**src/rtl/cardtick_pkg.sv**
```systemverilog
package cardtick_pkg;

  localparam int CT_FIELD_W    = 5;
  localparam int CT_N_SPACE    = 3;
  localparam int CT_N_SLOT     = 2;
  localparam int CT_SYNC_DEPTH = 2;

  // one spare bit after each slot's group of fields
  localparam int CT_STRIDE = CT_N_SPACE * CT_FIELD_W + 1;
  localparam int CT_REG_W  = CT_N_SLOT * CT_STRIDE;

  typedef enum logic [1:0] {
    SPC_IO     = 2'd0,
    SPC_ATTR   = 2'd1,
    SPC_COMMON = 2'd2,
    SPC_BAD    = 2'd3
  } space_e;

endpackage

```
**src/rtl/cardtick_cfg_reg.sv**
```systemverilog
module cardtick_cfg_reg #(
  parameter int FIELD_W = cardtick_pkg::CT_FIELD_W,
  parameter int N_SPACE = cardtick_pkg::CT_N_SPACE,
  parameter int N_SLOT  = cardtick_pkg::CT_N_SLOT,
  localparam int STRIDE = N_SPACE * FIELD_W + 1,
  localparam int REG_W  = N_SLOT * STRIDE
) (
  input  logic                                      clk,
  input  logic                                      wr_en,
  input  logic [REG_W-1:0]                          wdata,
  output logic [REG_W-1:0]                          rdata,
  output logic [N_SLOT-1:0][N_SPACE-1:0][FIELD_W-1:0] fields
);

  function automatic logic [REG_W-1:0] field_mask();
    logic [REG_W-1:0] m;
    m = '0;
    for (int s = 0; s < N_SLOT; s++) begin
      for (int p = 0; p < N_SPACE; p++) begin
        m[s*STRIDE + p*FIELD_W +: FIELD_W] = '1;
      end
    end
    return m;
  endfunction

  localparam logic [REG_W-1:0] WR_MASK = field_mask();

  // deliberately no reset: contents survive a reset
  logic [REG_W-1:0] word_q;

  always_ff @(posedge clk) begin
    if (wr_en) word_q <= wdata & WR_MASK;
  end

  assign rdata = word_q;

  for (genvar gs = 0; gs < N_SLOT; gs++) begin : g_slot
    for (genvar gp = 0; gp < N_SPACE; gp++) begin : g_space
      assign fields[gs][gp] = word_q[gs*STRIDE + gp*FIELD_W +: FIELD_W];
    end
  end

  // a write lands masked and is visible the next cycle
  a_r2_write_lands: assert property (@(posedge clk)
    wr_en |=> rdata == ($past(wdata) & WR_MASK));

endmodule

```
**src/rtl/cardtick_field_sel.sv**
```systemverilog
module cardtick_field_sel #(
  parameter int FIELD_W = cardtick_pkg::CT_FIELD_W,
  parameter int N_SPACE = cardtick_pkg::CT_N_SPACE,
  parameter int N_SLOT  = cardtick_pkg::CT_N_SLOT,
  localparam int SLOT_W  = (N_SLOT > 1) ? $clog2(N_SLOT) : 1,
  localparam int SPACE_W = $clog2(N_SPACE + 1)
) (
  input  logic [N_SLOT-1:0][N_SPACE-1:0][FIELD_W-1:0] fields,
  input  logic [SLOT_W-1:0]                           slot,
  input  logic [SPACE_W-1:0]                          space,
  output logic [FIELD_W-1:0]                          div,
  output logic                                        valid
);

  always_comb begin
    div   = '0;
    valid = 1'b0;
    for (int s = 0; s < N_SLOT; s++) begin
      for (int p = 0; p < N_SPACE; p++) begin
        if (slot == SLOT_W'(s) && space == SPACE_W'(p)) begin
          div   = fields[s][p];
          valid = 1'b1;
        end
      end
    end
  end

endmodule

```
**src/rtl/cardtick_rate_gen.sv**
```systemverilog
module cardtick_rate_gen #(
  parameter int FIELD_W = cardtick_pkg::CT_FIELD_W
) (
  input  logic               clk,
  input  logic               rst,
  input  logic               start,
  input  logic               stop,
  input  logic [FIELD_W-1:0] div_in,
  output logic               busy,
  output logic               tick
);

  logic               busy_q;
  logic               tick_q;
  logic [FIELD_W-1:0] div_q;
  logic [FIELD_W-1:0] cnt_q;

  always_ff @(posedge clk) begin
    if (rst) begin
      busy_q <= 1'b0;
      tick_q <= 1'b0;
      div_q  <= '0;
      cnt_q  <= '0;
    end else if (start) begin
      busy_q <= 1'b1;
      tick_q <= 1'b0;
      div_q  <= div_in;
      cnt_q  <= '0;
    end else if (stop) begin
      busy_q <= 1'b0;
      tick_q <= 1'b0;
      cnt_q  <= '0;
    end else if (busy_q) begin
      if (cnt_q == div_q) begin
        cnt_q  <= '0;
        tick_q <= 1'b1;
      end else begin
        cnt_q  <= cnt_q + 1'b1;
        tick_q <= 1'b0;
      end
    end else begin
      cnt_q  <= '0;
      tick_q <= 1'b0;
    end
  end

  assign busy = busy_q;
  assign tick = tick_q;

  // latched period holds for the whole access
  a_r6_div_held: assert property (@(posedge clk) disable iff (rst)
    busy_q && !start |=> $stable(div_q));

  // with a nonzero divisor a tick is never followed by another tick
  a_r5_single_pulse: assert property (@(posedge clk) disable iff (rst)
    tick_q && div_q != '0 && !start |=> !tick_q);

  // ending an access silences the tick next cycle
  a_r7_end_quiet: assert property (@(posedge clk) disable iff (rst)
    stop && !start |=> !tick_q && !busy_q);

  // idle with no start means no tick next cycle
  a_r7_idle_quiet: assert property (@(posedge clk) disable iff (rst)
    !busy_q && !start |=> !tick_q);

endmodule

```
**src/rtl/cardtick_wait_sync.sv**
```systemverilog
module cardtick_wait_sync #(
  parameter int DEPTH = cardtick_pkg::CT_SYNC_DEPTH
) (
  input  logic clk,
  input  logic rst,
  input  logic async_in,
  output logic sync_out
);

  logic [DEPTH-1:0] stage_q;

  for (genvar g = 0; g < DEPTH; g++) begin : g_stage
    if (g == 0) begin : g_first
      always_ff @(posedge clk) begin
        if (rst) stage_q[0] <= 1'b0;
        else     stage_q[0] <= async_in;
      end
    end else begin : g_next
      always_ff @(posedge clk) begin
        if (rst) stage_q[g] <= 1'b0;
        else     stage_q[g] <= stage_q[g-1];
      end
    end
  end

  assign sync_out = stage_q[DEPTH-1];

  // edges seen since reset, saturating, for the latency check
  logic [3:0] seen_q;
  always_ff @(posedge clk) begin
    if (rst)                    seen_q <= '0;
    else if (seen_q != 4'hF)    seen_q <= seen_q + 1'b1;
  end

  // output is the input delayed by DEPTH edges
  a_r10_latency: assert property (@(posedge clk) disable iff (rst)
    (int'(seen_q) >= DEPTH) |-> sync_out == $past(async_in, DEPTH));

endmodule

```
**src/rtl/cardtick_gen.sv**
```systemverilog
module cardtick_gen #(
  parameter int FIELD_W    = cardtick_pkg::CT_FIELD_W,
  parameter int N_SPACE    = cardtick_pkg::CT_N_SPACE,
  parameter int N_SLOT     = cardtick_pkg::CT_N_SLOT,
  parameter int SYNC_DEPTH = cardtick_pkg::CT_SYNC_DEPTH,
  localparam int REG_W   = N_SLOT * (N_SPACE * FIELD_W + 1),
  localparam int SLOT_W  = (N_SLOT > 1) ? $clog2(N_SLOT) : 1,
  localparam int SPACE_W = $clog2(N_SPACE + 1)
) (
  input  logic               clk,
  input  logic               rst,
  input  logic               cfg_wr_en,
  input  logic [REG_W-1:0]   cfg_wdata,
  output logic [REG_W-1:0]   cfg_rdata,
  input  logic               acc_start,
  input  logic               acc_end,
  input  logic [SLOT_W-1:0]  acc_slot,
  input  logic [SPACE_W-1:0] acc_space,
  input  logic               card_wait_in,
  output logic               tick_en,
  output logic               card_wait_out
);

  logic [N_SLOT-1:0][N_SPACE-1:0][FIELD_W-1:0] fields;
  logic [FIELD_W-1:0] sel_div;
  logic               sel_valid;
  logic               start_ok;
  logic               busy;

  cardtick_cfg_reg #(
    .FIELD_W (FIELD_W),
    .N_SPACE (N_SPACE),
    .N_SLOT  (N_SLOT)
  ) u_cfg (
    .clk    (clk),
    .wr_en  (cfg_wr_en),
    .wdata  (cfg_wdata),
    .rdata  (cfg_rdata),
    .fields (fields)
  );

  cardtick_field_sel #(
    .FIELD_W (FIELD_W),
    .N_SPACE (N_SPACE),
    .N_SLOT  (N_SLOT)
  ) u_sel (
    .fields (fields),
    .slot   (acc_slot),
    .space  (acc_space),
    .div    (sel_div),
    .valid  (sel_valid)
  );

  assign start_ok = acc_start & sel_valid;

  cardtick_rate_gen #(
    .FIELD_W (FIELD_W)
  ) u_rate (
    .clk    (clk),
    .rst    (rst),
    .start  (start_ok),
    .stop   (acc_end),
    .div_in (sel_div),
    .busy   (busy),
    .tick   (tick_en)
  );

  cardtick_wait_sync #(
    .DEPTH (SYNC_DEPTH)
  ) u_wait (
    .clk      (clk),
    .rst      (rst),
    .async_in (card_wait_in),
    .sync_out (card_wait_out)
  );

  // reset quiets the outputs
  a_r3_reset_quiet: assert property (@(posedge clk)
    rst |=> !tick_en && !card_wait_out && !busy);

  // an accepted start (even with end) leaves an active access with count cleared
  a_r8_restart: assert property (@(posedge clk) disable iff (rst)
    acc_start && sel_valid |=> busy && !tick_en);

  // invalid space code does not open an access
  a_r9_bad_space: assert property (@(posedge clk) disable iff (rst)
    acc_start && int'(acc_space) >= N_SPACE && !busy |=> !busy && !tick_en);

endmodule

```
**config.mk**
```make
export PLATFORM = sky130hd
export DESIGN_NAME = cardtick_gen
export DESIGN_NICKNAME = d
export VERILOG_FILES = /design/src/rtl/cardtick_pkg.sv /design/src/rtl/cardtick_cfg_reg.sv /design/src/rtl/cardtick_field_sel.sv /design/src/rtl/cardtick_rate_gen.sv /design/src/rtl/cardtick_wait_sync.sv /design/src/rtl/cardtick_gen.sv
export SDC_FILE = /design/constraint.sdc
export NUM_CORES = 1
export LEC_CHECK = 0
export CORE_MARGIN = 8
export CORE_UTILIZATION = 40
export DETAILED_ROUTE_END_ITERATION = 7
export PLACE_DENSITY = 0.86
export REMOVE_ABC_BUFFERS = 1
export SETUP_SLACK_MARGIN = 0.1
export SLEW_MARGIN = 20
export SYNTH_ARGS = -nofsm -noshare
export SYNTH_HDL_FRONTEND = slang
export SYNTH_SLANG_ARGS = --single-unit
```
**constraint.sdc**
```tcl
create_clock -name clk -period 1.2 [get_ports clk]
set_input_delay 0.24 -clock clk [delete_from_list [all_inputs] [get_ports clk]]
set_output_delay 0.24 -clock clk [all_outputs]
set_load 0.005 [all_outputs]
```
---- After elaboration in Yosys (flattened, before gate mapping) ----
Cells that the tools add are included.
Widths: inputs -> output; s select.
word-level totals
  output and inout bits ................... 34
  register bits ........................... 44
  logic and storage cells ................. 39
operators by class
  add/sub/neg operators ................... 1
  bitwise operators ....................... 3
  equality and inequality tests ........... 3
  reductions and logical operators ........ 10
  mux-type cells .......................... 15
operators by type and width
  kind                 count
  $mux 5               6
  $mux 1               9
  $logic_and 1x1->1    6
  $add 5x1->5 const B  1
  $eq 5x5->1           1
  $reduce_or 5->1      1
  $reduce_or 4->1      1
  $eq 2x1->1 const B   1
  $eq 2x2->1 const B   1
  $logic_not 2->1      1
  $not 1->1            2
  $reduce_bool 2->1    1
  $and 1x1->1          1

---- Depth between registers and ports, before layout ----
Gate-level depths: netlist of run 1.
  depth in word-level cells ............... 10
  depth in mapped cells ................... 6
  gate-level depth less buffers ........... 4

---- By module ----
A second synthesis of run 1 with hierarchy kept.
unflattened totals
  cells, all modules ...................... 147
  area, all modules ....................... 2,010.7 µm²
by module, submodules not included
  module              area each (µm²)  cells each  instances
  cardtick_cfg_reg    1,144.8          63          1
  cardtick_rate_gen   488.0            50          1
  cardtick_field_sel  319.1            29          1
  cardtick_wait_sync  52.6             4           1
  cardtick_gen        6.3              1           1

---- Worst setup path before layout of run 1 ----
OpenSTA, ideal clock, no wires.
  kind .................................... reg2reg
  from .................................... register u_cfg.word_q[8], in the netlist u_cfg.rdata[8]
  to ...................................... register u_rate.div_q[3]
  cell stages (with the launch flop) ...... 5
  data required time ...................... 1,065 ps
  data arrival time ....................... 1,024 ps
  path slack .............................. 41 ps
  cells stage by stage .................... edfxtp_1 > mux2_4 > and3_1 > o221ai_1 > a21oi_1
between the ends
  cells in the longest elaborated chain, start to end .. 5
RTL lines
  item                    RTL line                  text
  from (decl)             cardtick_cfg_reg.sv:29    logic [REG_W-1:0] word_q;
  from (signal assigned)  cardtick_cfg_reg.sv:32    if (wr_en) word_q <= wdata & WR_MASK;
  $mux 5 (5 in series)    cardtick_field_sel.sv:20  if (slot == SLOT_W'(s) && space == SPACE_W'(p)) begin
  to (signal assigned)    cardtick_rate_gen.sv:27   div_q <= div_in;
  to (decl)               cardtick_rate_gen.sv:15   logic [FIELD_W-1:0] div_q;
Every way passes these cells.
A chain may end at the register's enable or synchronous reset.

---- Final worst setup path of run 1 ----
Ends and elaborated chain as after synthesis.

==> metrics.yaml, run 1 <==
logic_synthesis:
  yosysUniqueCellTypes: 29
  synthCells: 132
  syn_area_per_cell_sq_um: 13.3
  synth_flop_cell: "edfxtp_1"
  synth_edf_count: 30
  synth_adder_area_share: 0.00713
  synth_top_cell_by_area: "edfxtp_1"
  ys_seq_elements: 44
  synth_compound_area_frac: 0.0798
  async_flop_share: 0
  yosys-top-cells-area: "edfxtp_1, dfxtp_1, mux2i_1, xnor2_1, nor2_1"
  yosys.area_share.xor_xnor: 0.0399
  synthSimpleGateAreaFrac: 0.106
  syn-cell-area_sq_um: 1760
  synth-seq-area-share: 0.673
  ys_warn_count: 0
  yosysTopAreaCellShare: 0.513
  synthMuxAreaShare: 0.0599
  synth_top_family_by_area: "simple AND/OR/NAND/NOR gates"
sta:
  fin_setup_tns_ns: -0.0293
  setup_viol: 1
  finClkSkew_ns: 0.00357
  finalCritPeriodShare: 1.02
  setup_slack_ns: -0.0293
  fmax_mhz: 813
  finalHoldViolCount: 0
  drv_slew: 0
  min_period_ns: 1.23
  rsz0062_at_grt: "true"
die:
  fp.dieH_um: 82.2
  start_util: 0.409
  dieArea_sq_um: 6760
  die_w_um: 82.2
  ios: 75
  rows: 24
  coreArea_sq_um: 4290
route:
  drc: 0
  wire_per_inst_um: 15.7
  wl_mm: 4.64
  drt_iter0_drc: 55
  firstDrtPassIters: 4
  final_antenna_net_count: 0
  vias_per_cell: 4.87
  via_count: 1436
critical_path:
  critPathCaptureType: "flop"
  critPathKind: "reg -> reg"
  cp.required_ns: 1.38
  worstPathBufferInverterCount: 0
  critPathLaunchType: "flop"
  cp_max_fo: 2
  cp_cell_sequence: "mux2_4, and3_4, o221ai_2, a21oi_2"
  cpMaxStageDelayCell: "edfxtp_1"
  crit_family: "flip-flops"
  critPathArrivalTime_ns: 1.41
  slowest_delay_ns: 0.38
grt:
  grt_pass1_vias: 1496
  grt_use_met2: 0.256
  use_met1: 0.145
  track_usage: 0.141
  grt_start_max_net_pins: 31
  grt_overflow: 0
  grt_pass1_wl_mm: 7.25
  met3_usage: 0.0563
  antenna_found_initial: 0
  grt.busiest_layer: "met2"
placed_design:
  io_buffers: 70
  dp_hpwl_mm: 3.35
  gp_congestion: 0.824
flow_run:
  maxCapViolations: 0
final_layout:
  post-route-util: 0.657
  layout-drive-gt1-share: 0.416
  nFillCells: 328
  diodes: 0
  nets: 284
  synthToLayoutAreaGrowth_pct: 60.8
clock_network:
  clockBufferDepth: 2
  clk_latency_ns: 0.29
  numCtsBuffers: 5
  clkTransAtPathRegs_ns: 0.08
  cts_tree: "built"
  root_buffer: "clkbuf_8"
  ctsHoldBuffers: 0
  h-tree-depth: 2
  clock-sinks: 44
pwr:
  leakagePower_nw: 1.16
  power_density_nw_per_um2: 1220
  peakVddDrop_mv: 0.867
run_status:
  status: "complete, but fails checks"
  violations: "negative setup slack"
hold_path:
  hold_class: "reg -> reg"
path summary, 6_finish.rpt:
kind,cells past startpoint,from,slack (ns),endpoint
worst min register to register,1,u_wait.stage_q[0],0.44,u_wait.sync_out
worst max-delay path,4,u_cfg.rdata[8],-0.03,u_rate.div_q[3]
worst min-delay path,1,u_wait.stage_q[0],0.44,u_wait.sync_out
worst max register to register,4,u_cfg.rdata[8],-0.03,u_rate.div_q[3]
state kept, by name, indices dropped and copies added (netlist names):
register	cells
u_cfg.rdata	30
u_rate.cnt_q	5
u_rate.div_q	5
u_rate.busy	1
u_rate.tick	1
u_wait.stage_q	1
u_wait.sync_out	1
cell usage after synthesis, types with 4 or more instances:
library cell / count
a21oi_1: 6
a2bb2oi_1: 4
dfxtp_1: 14
edfxtp_1: 30
mux2i_1: 9
nand2_1: 5
nand3_1: 7
nor2_1: 12
nor2b_1: 7
o21ai_0: 4
o21ai_1: 4
xnor2_1: 6
worst reg2reg max path, delay by kind of cell (launching register included):
family / cells / cell delay, ns
AO/OA/AOI/OAI: 2 / 0.28
flip-flops: 1 / 0.38
multiplexers: 1 / 0.28
AND/OR/NAND/NOR: 1 / 0.18
placed cells by master, fill, tap and decap left out, types with 2 or more instances in the layout:
cell	netlist	layout
buf_4	2	36
clkdlybuf4s50_1	0	35
buf_2	0	30
edfxtp_1	30	30
nor2_1	12	8
nor2b_1	7	7
mux2i_1	9	7
dfxtp_1	14	7
dfxtp_2	0	7
nand3_1	7	6
nand2_1	5	5
a21oi_1	6	5
o21ai_1	4	5
clkbuf_8	0	5
xnor2_1	6	4
nor2_2	0	4
a2bb2oi_1	4	4
o21ai_0	4	3
clkdlybuf4s15_1	0	3
xnor2_2	0	2
inv_1	2	2
mux2i_2	0	2
xor2_1	2	2
conb_1	1	2
clkinv_1	0	2
where the power goes:
part           leakage [nW]  switching [mW]  total, mW  internal [mW]
clock network        0.0532           0.482       1.09          0.606
registers             0.411          0.0506       1.78           1.73
logic                 0.694           0.219      0.563          0.345
layout make-up:
cell class,instances,area (sq um),share of cell area
flip-flops and latches,44,1190,0.422
repair buffers,108,853,0.302
multi-input cells,80,597,0.211
clock buffers,5,68.8,0.0244
well taps,52,65.1,0.0230
clock inverters,3,37.5,0.0133
inverters,3,11.3,0.00399
metrics by stage:
step	power, mW	setup slack [ns]	cells	cell area (sq um)	hold slack, ns
6_report	3.43	-0.0293	295	2820	0.435
5_1_grt	3.56	-0.0387	295	2820	0.445
4_1_cts	3.42	0.0463	293	2750	0.439
3_5_place_dp	2.35	-0.475	265	2610	0.420
3_3_place_gp	2.34	-0.411	265	2610	0.426
2_1_floorplan	1.94	0.0554	127	1710	0.309
kinds of logic (layout without fill, tap and decap cells):
family,Yosys count,in the layout
fa+ha+maj,1,1
other cells,1,2
buf+inv,9,119
mux,10,10
flops,44,44
xor+xnor,8,8
compound gates,22,22
simple gates,37,37
routing by layer:
metal | wire length, um | vias up
met5 | 0 | -
met4 | 51 | 0
met3 | 405 | 8
met2 | 2570 | 61
met1 | 1620 | 679
li1 | - | 688
repair_timing:
item                       CTS  global route
pin swaps                    3             9
setup buffers               20             2
gates cloned                 0             0
setup endpoints to repair   44            27
resized for setup          132            22
Power figures use the tool's default switching activity.
==> run 2, diff against run 1 <==
--- a/config.mk
+++ b/config.mk
@@ -6,7 +6,7 @@
 export NUM_CORES = 1
 export LEC_CHECK = 0
 export CORE_MARGIN = 8
-export CORE_UTILIZATION = 40
+export CORE_UTILIZATION = 38
 export DETAILED_ROUTE_END_ITERATION = 7
 export PLACE_DENSITY = 0.86
 export REMOVE_ABC_BUFFERS = 1
@@ -15,3 +15,4 @@
 export SYNTH_ARGS = -nofsm -noshare
 export SYNTH_HDL_FRONTEND = slang
 export SYNTH_SLANG_ARGS = --single-unit
+export TNS_END_PERCENT = 10
==> constraint.sdc (replaced) <==
create_clock -name clk -period 1.1 [get_ports clk]
set_input_delay 0.22 -clock clk [delete_from_list [all_inputs] [get_ports clk]]
set_output_delay 0.22 -clock clk [all_outputs]
set_load 0.005 [all_outputs]
==> metrics.yaml, run 2 (synthesis results as in run 1) <==
run_status:
  status: "complete, but fails checks"
  violations: "negative setup slack"
final_layout:
  multi_input_area_sq_um: 579
  synthToLayoutAreaGrowth_pct: 56.3
  fin_cells: 293
  layout-drive-gt1-share: 0.400
  regArea_sq_um: 1190
  mostFrequentLayoutCells: "clkdlybuf4s50_1, buf_4, buf_2, edfxtp_1"
  final_common_cell: "clkdlybuf4s50_1"
  nFillCells: 340
  largest_register_ffs: 30
  nets: 281
clock_network:
  ctsHoldBuffers: 0
  clock-sinks: 44
  clockBufferDepth: 2
  numCtsBuffers: 5
  clk_latency_ns: 0.29
  h-tree-depth: 2
  clkTransAtPathRegs_ns: 0.08
  root_buffer: "clkbuf_8"
  cts_tree: "built"
die:
  dieArea_sq_um: 7050
  coreArea_sq_um: 4410
  ios: 75
  die_w_um: 84.0
  fp.dieH_um: 84.0
  start_util: 0.398
  rows: 24
route:
  drc: 0
  wire_per_inst_um: 15.5
  firstDrtPassIters: 4
  via_count: 1381
  drt_iter0_drc: 29
  vias_per_cell: 4.71
  wl_mm: 4.55
  final_antenna_net_count: 0
critical_path:
  r2r_start: "u_cfg.rdata[8]"
  cp.required_ns: 1.29
  worstReg2RegEnd: "u_rate.div_q[3]"
  rrSetupSlack_ns: -0.07
  critPathLaunchType: "flop"
  critPathKind: "reg -> reg"
  critPathArrivalTime_ns: 1.36
  critPathCaptureType: "flop"
  rr_worst_depth: 4
  cp_max_fo: 2
pwr:
  leakagePower_nw: 1.13
  power_mw: 3.51
  peakVddDrop_mv: 0.859
  power_density_nw_per_um2: 1280
sta:
  setup_viol: 1
  drv_slew: 0
  setup_slack_ns: -0.0704
  finClkSkew_ns: 0.00369
  finalHoldViolCount: 0
  finalCritPeriodShare: 1.06
  fmax_mhz: 854
  rsz0062_at_grt: "true"
  min_period_ns: 1.17
hold_path:
  hold_path_depth: 4
  min_from: "acc_space[1]"
  hold_class: "in -> reg"
  min_to: "u_rate.div_q[4]"
placed_design:
  dp.cells: 266
  dp_hpwl_mm: 3.38
  gp_congestion: 0.817
  io_buffers: 70
flow_run:
  maxCapViolations: 0
grt:
  grt_pass1_wl_mm: 7.22
  track_usage: 0.126
  antenna_found_initial: 0
  grt_overflow: 0
  grt_pass1_vias: 1499
  grt_start_max_net_pins: 31
run 2: cell count changes in the layout (fill, tap and decap cells not counted), moves of 2 or more:
cell             change
buf_4                -3
clkbuf_2             +3
clkdlybuf4s15_1      -3
clkinv_1             -2
clkinv_2             +2
dfxtp_1              +2
dfxtp_2              -2
dlygate4sd2_1        +2
nor2_2               -2
xnor2_1              +2
xnor2_2              -2
run 2: worst max-delay path: stages, from the launching register on:
cell and delay (ns):
edfxtp_1 0.41, mux2_4 0.28, and3_4 0.18, o221ai_2 0.12
a21oi_1 0.08
run 2: through the flow:
step	setup TNS, ns	hold WS (ns)	setup slack [ns]	cell area (sq um)	utilization
3_3_place_gp	-9.11	0.420	-0.512	2620	0.594
5_1_grt	-0.698	0.460	-0.114	2740	0.621
6_report	-0.0704	0.442	-0.0704	2740	0.622
4_1_cts	-0.183	0.450	-0.0536	2750	0.624
3_5_place_dp	-10.44	0.431	-0.620	2620	0.594
2_1_floorplan	-0.0446	0.289	-0.0446	1710	-
run 2: power breakdown:
group / internal, mW / switching, mW / leakage [nW]
Combinational: 0.355 / 0.228 / 0.671
Clock: 0.443 / 0.544 / 0.0479
Sequential: 1.89 / 0.0559 / 0.410
run 2: worst max path at each step:
| stage | from | end | slack [ns] | cells past startpoint |
|---|---|---|---|---|
| global placement | acc_slot | u_rate.div_q[3] | -0.51 | 5 |
| finish | u_cfg.rdata[8] | u_rate.div_q[3] | -0.07 | 4 |
| floorplan | u_cfg.rdata[8] | u_rate.div_q[3] | -0.04 | 4 |
| CTS | u_cfg.rdata[8] | u_rate.div_q[3] | -0.05 | 4 |
| detailed placement | acc_slot | u_rate.div_q[3] | -0.62 | 6 |
| global route | u_cfg.rdata[8] | u_rate.div_q[3] | -0.11 | 4 |
run 2: cell type report:
| cell class | instances | share of cell area |
|---|---|---|
| repair buffers | 105 | 0.295 |
| multi-input cells | 80 | 0.211 |
| flip-flops and latches | 44 | 0.433 |
| diodes | 1 | 0.000912 |
| clock buffers | 5 | 0.0251 |
| well taps | 52 | 0.0237 |
| inverters | 3 | 0.00410 |
| clock inverters | 3 | 0.00684 |
run 2: what timing repair did:
item	CTS	global route
pin swaps	19	6
setup endpoints to repair	44	40
gates resized for setup	135	17
setup buffers	18	0
run 2: routing by layer:
layer	global-route usage	routed length [um]
met1	0.120	1590
met2	0.221	2420
met3	0.0674	441
met4	0.0471	98
met5	0	0
==> run 3, diff against run 2 <==
--- a/config.mk
+++ b/config.mk
@@ -5,6 +5,7 @@
 export SDC_FILE = /design/constraint.sdc
 export NUM_CORES = 1
 export LEC_CHECK = 0
+export ABC_CLOCK_PERIOD_IN_PS = 1100
 export CORE_MARGIN = 8
 export CORE_UTILIZATION = 38
 export DETAILED_ROUTE_END_ITERATION = 7
==> results of run 3 <==
Same layout as run 2: the final DEF is identical, and so are final timing and power.
